===== src/rtl/crc24_pkg.sv =====
package crc24_pkg;
  localparam int CRC_W = 24;
  localparam int SEL_W = 2;

  // Taps of each generator, x^23 in bit 23, x^24 implied
  localparam logic [CRC_W-1:0] TAPS_A = 24'h864CFB;
  localparam logic [CRC_W-1:0] TAPS_B = 24'h800063;
  localparam logic [CRC_W-1:0] TAPS_C = 24'hB2B117;

  typedef enum logic [SEL_W-1:0] {
    GEN_A     = 2'd0,
    GEN_B     = 2'd1,
    GEN_C     = 2'd2,
    GEN_A_ALT = 2'd3
  } gen_sel_e;
endpackage


===== src/rtl/crc24_taps_rom.sv =====
module crc24_taps_rom
  import crc24_pkg::*;
(
  input  logic [SEL_W-1:0] sel,
  output logic [CRC_W-1:0] taps
);
  always_comb begin
    unique case (gen_sel_e'(sel))
      GEN_B:   taps = TAPS_B;
      GEN_C:   taps = TAPS_C;
      default: taps = TAPS_A;
    endcase
  end
endmodule


===== src/rtl/crc24_tail_count.sv =====
module crc24_tail_count #(
  parameter  int BYTE_W = 8,
  localparam int CNT_W  = $clog2(BYTE_W)
) (
  input  logic             last,
  input  logic [CNT_W-1:0] nbits,
  output logic [CNT_W:0]   nuse
);
  // Only a last byte may be partial; a zero count means full width
  always_comb begin
    if (last && (nbits != '0)) nuse = {1'b0, nbits};
    else                       nuse = (CNT_W+1)'(BYTE_W);
  end
endmodule


===== src/rtl/crc24_byte_step.sv =====
module crc24_byte_step
  import crc24_pkg::*;
#(
  parameter  int BYTE_W = 8,
  localparam int CNT_W  = $clog2(BYTE_W)
) (
  input  logic [CRC_W-1:0]  crc_in,
  input  logic [BYTE_W-1:0] data,
  input  logic [CNT_W:0]    nuse,
  input  logic [CRC_W-1:0]  taps,
  output logic [CRC_W-1:0]  crc_out
);
  logic [CRC_W-1:0] stage [0:BYTE_W];
  assign stage[0] = crc_in;

  for (genvar k = 0; k < BYTE_W; k++) begin : g_bit
    logic             fb;
    logic [CRC_W-1:0] shifted;
    assign fb      = stage[k][CRC_W-1] ^ data[BYTE_W-1-k];
    assign shifted = {stage[k][CRC_W-2:0], 1'b0} ^ (fb ? taps : '0);
    // bits past the valid count pass the register through untouched
    assign stage[k+1] = ((CNT_W+1)'(k) < nuse) ? shifted : stage[k];
  end

  assign crc_out = stage[BYTE_W];
endmodule


===== src/rtl/crc24_multi_engine.sv =====
module crc24_multi_engine
  import crc24_pkg::*;
#(
  parameter  int BYTE_W = 8,
  localparam int CNT_W  = $clog2(BYTE_W)
) (
  input  logic              clk,
  input  logic              rst,
  input  logic              in_valid,
  input  logic [BYTE_W-1:0] in_byte,
  input  logic              in_last,
  input  logic [CNT_W-1:0]  in_nbits,
  input  logic [SEL_W-1:0]  poly_sel,
  output logic              out_valid,
  output logic [CRC_W-1:0]  out_crc
);
  logic             msg_open;
  logic [SEL_W-1:0] sel_q;
  logic [CRC_W-1:0] crc_q;

  logic [SEL_W-1:0] sel_eff;
  logic [CRC_W-1:0] crc_base;
  logic [CRC_W-1:0] taps;
  logic [CNT_W:0]   nuse;
  logic [CRC_W-1:0] crc_next;

  // first byte takes the live select and a zero register
  assign sel_eff  = msg_open ? sel_q : poly_sel;
  assign crc_base = msg_open ? crc_q : '0;

  crc24_taps_rom u_taps (
    .sel  (sel_eff),
    .taps (taps)
  );

  crc24_tail_count #(.BYTE_W(BYTE_W)) u_tail (
    .last  (in_last),
    .nbits (in_nbits),
    .nuse  (nuse)
  );

  crc24_byte_step #(.BYTE_W(BYTE_W)) u_step (
    .crc_in  (crc_base),
    .data    (in_byte),
    .nuse    (nuse),
    .taps    (taps),
    .crc_out (crc_next)
  );

  always_ff @(posedge clk) begin
    if (rst) begin
      msg_open  <= 1'b0;
      sel_q     <= '0;
      crc_q     <= '0;
      out_valid <= 1'b0;
      out_crc   <= '0;
    end else begin
      out_valid <= 1'b0;
      if (in_valid) begin
        if (!msg_open) sel_q <= poly_sel;
        if (in_last) begin
          out_crc   <= crc_next;
          out_valid <= 1'b1;
          msg_open  <= 1'b0;
          crc_q     <= '0;
        end else begin
          crc_q    <= crc_next;
          msg_open <= 1'b1;
        end
      end
    end
  end
endmodule


===== config.mk =====
export PLATFORM = sky130hd
export DESIGN_NAME = crc24_multi_engine
export DESIGN_NICKNAME = d
export VERILOG_FILES = /design/src/rtl/crc24_pkg.sv /design/src/rtl/crc24_taps_rom.sv /design/src/rtl/crc24_tail_count.sv /design/src/rtl/crc24_byte_step.sv /design/src/rtl/crc24_multi_engine.sv
export SDC_FILE = /design/constraint.sdc
export NUM_CORES = 1
export LEC_CHECK = 0
export BUFFER_PORTS_ARGS = -buffer_cell sky130_fd_sc_hd__buf_2
export CAP_MARGIN = 40
export CORE_MARGIN = 1.5
export CORE_UTILIZATION = 29
export CTS_BUF_LIST = sky130_fd_sc_hd__clkbuf_8
export CTS_CLUSTER_DIAMETER = 30
export CTS_CLUSTER_SIZE = 8
export DETAILED_ROUTE_END_ITERATION = 7
export PLACE_DENSITY_LB_ADDON = 0.15
export SLEW_MARGIN = 20
export SYNTH_ARGS = -nofsm -noshare
export SYNTH_HDL_FRONTEND = slang
export SYNTH_SLANG_ARGS = --single-unit

===== constraint.sdc =====
create_clock -name clk -period 9.7 [get_ports clk]
set_input_delay 1.455 -clock clk [delete_from_list [all_inputs] [get_ports clk]]
set_output_delay 1.455 -clock clk [all_outputs]
set_load 0.01 [all_outputs]

==> out/results.ini <==
[clock_network]
clkLatencyLatePin_ns=0.32
clk_pin_slew_ns=0.10
postCtsHoldBufs=0
cts_tree=yes
cts_resized=0
clockBufferDepth=2
cts_sinks=52
cts_max_level=2
post_cts_buffers=0
cts_made_buffers=5
cts_root_buf=clkbuf_8

[setup_path]
cp.required_ns=9.87
crit_path_frequent_cell=xnor2_4
cp.arrival_ns=7.16
critPathBufInv=3
crit_path_start_kind=primary input
cp_top_family=simple AND/OR/NAND/NOR gates
cp_slowest_cell=nor4_1
path_max_fanout=25
path_class=in2reg
endpoint_kind=flop
slowest_delay_ns=0.72
path_cells=buf_2 > mux2i_1 > ha_1 > buf_4 > inv_2 > nor4_1 > or2_1 > xnor2_4 > mux2i_4 > xnor3_1 > or2_0 > o311ai_4 > mux2i_2 > xnor2_4 > nand2_4 > xnor2_1 > o221ai_1

[timing]
finalCritPeriodShare=0.721
setup_viol=0
whs_ns=0.451
relSlewSlack=0.417
period_needed_ns=6.99
hold_viol_final=0
fin_skew_ns=0.00898
setup_slack_ns=2.71
fmax_mhz=143
rsz0062_at_grt=false
max_slew.worst_pin.slew_ns=0.864
setup_tns_ns=0
drv_slew=0

[logic_synthesis]
netlist_area_um2=6390
synthArstFlopShare=0
yosysWarnings=0
synth_nets=904
yosys.area.top_type=dfxtp_1
synth_most_common_cell=nand2_1
synth_top_area_frac=0.163
synth-edff-count=0
yosys-top-cells-area=dfxtp_1, xnor2_1, nand2_1
ys_ff_latch=52
synth_seq_area_share=0.163
netlist_instances=885
synth_ff_type=dfxtp_1
avgSynthCellArea_um2=7.22
synth.distinct_cells=84
netlist_top_cells_count=nand2_1, nor2_1, xnor2_1

[power_and_ir_drop]
p_sw_mw=1.22
sw_frac_of_total=0.557
p_clk_frac=0.071
p_total_mw=2.19
seq_power_share=0.158
power.leakage_nw=2.72
vdd_drop_max_uv=134
powerDensity_nw_per_um2=317
internal_power_mw=0.969
combPwrFrac=0.771

[outcome]
status=finished, final reports clean

[placement]
dp_cells=1155
gp_congestion=0.894
place_ws_ns=2.49
place_area_um2=6780
portBuffers=41
dp.final_hpwl_um=19700

[route]
first_pass_iters=5
postRouteAntennaNets=0
vias=6653
avgViaCountPerCell=5.72
drtIter0Drc=592
wl_per_cell_um=22.1
totalWireLength_um=25700
drcViolationCount=0

[layout]
stdcell_area_um2=6890
diodes=0
post-route-util=0.318
fin_cells=1163
final_layout_size_suffix_gt1_frac=0.105
syn_to_final_growth_pct=7.79
fin_nets=901

[grt]
first_global_vias=6261
grt_overflow_total=0
grt_max_degree=38
grt_pass1_wl_um=39100
track_usage=0.227
antenna_found_initial=0

[die]
start_util=0.295
num_rows=54
die-height_um=151
core_area_um2=21700
io_pins=42
fp.dieW_um=151
dieArea_um2=22900

[flow_run]
max_cap_viol_count=0

[hold_path]
hold_path.class=reg2reg

-- flip-flops by register name, indices dropped and copies added (netlist names) --
name / flops
crc_q: 24
out_crc: 24
sel_q: 2
msg_open: 1
out_valid: 1
-- worst paths after layout --
| path | startpoint | endpoint | slack (ns) | cells past startpoint |
|---|---|---|---|---|
| max reg2reg | msg_open | out_crc[2] | 3.46 | 16 |
| min reg2reg | out_crc[1] | out_crc[1] | 0.45 | 2 |
| max | poly_sel[0] | out_crc[2] | 2.71 | 17 |
| min | out_crc[1] | out_crc[1] | 0.45 | 2 |
-- area by class of cell --
cell class	count	area, µm²
clock buffers	5	68.8
clock inverters	3	42.5
fillers	2367	14800
inverters	14	52.6
multi-input cells	758	5050
flip-flops and latches	52	1040
well taps	280	350
repair buffers	51	280
-- cells in the final DEF (no fill, tap or decap), types with 25 or more instances in the layout --
cell type / count
a21oi_1: 63
dfxtp_1: 52
mux2i_1: 42
nor2_1: 78
xnor2_1: 75
nand2_1: 116
buf_2: 41
nand3_1: 25
xor2_1: 41
o21ai_0: 71
-- per-layer routing --
layer,vias up,GRT usage,share of wire
met3,40,0.0268,0.068
li1,3169,-,-
met1,3164,0.327,0.47
met5,-,0,0
met2,280,0.347,0.43
met4,0,0.0752,0.030
-- tightest hold or removal path: stages, from the launching register on --
cell and delay, ns:
dfxtp_1 0.33, nand2_1 0.05, nand2_1 0.04
-- power groups by stage --
stage	clock network [mW]	registers, mW	logic [mW]
4_1_cts	0.156	0.344	1.66
3_5_place_dp	0	0.348	1.65
5_1_grt	0.164	0.352	1.80
3_3_place_gp	0	0.349	1.67
2_1_floorplan	0	0.332	1.18
6_report	0.155	0.345	1.69
-- cells by family (layout without fill, tap and decap cells) --
kind of cell / after synthesis / in the layout / share of synthesized area
flip-flops: 52 / 52 / 0.163
AND/OR/NAND/NOR: 309 / 309 / 0.229
AO/OA/AOI/OAI: 272 / 272 / 0.281
XOR/XNOR: 127 / 127 / 0.198
multiplexers: 48 / 48 / 0.0785
buffers and inverters: 75 / 73 / 0.0476
adder cells (fa/ha/maj): 2 / 2 / 0.00392
Power figures use the tool's default switching activity.
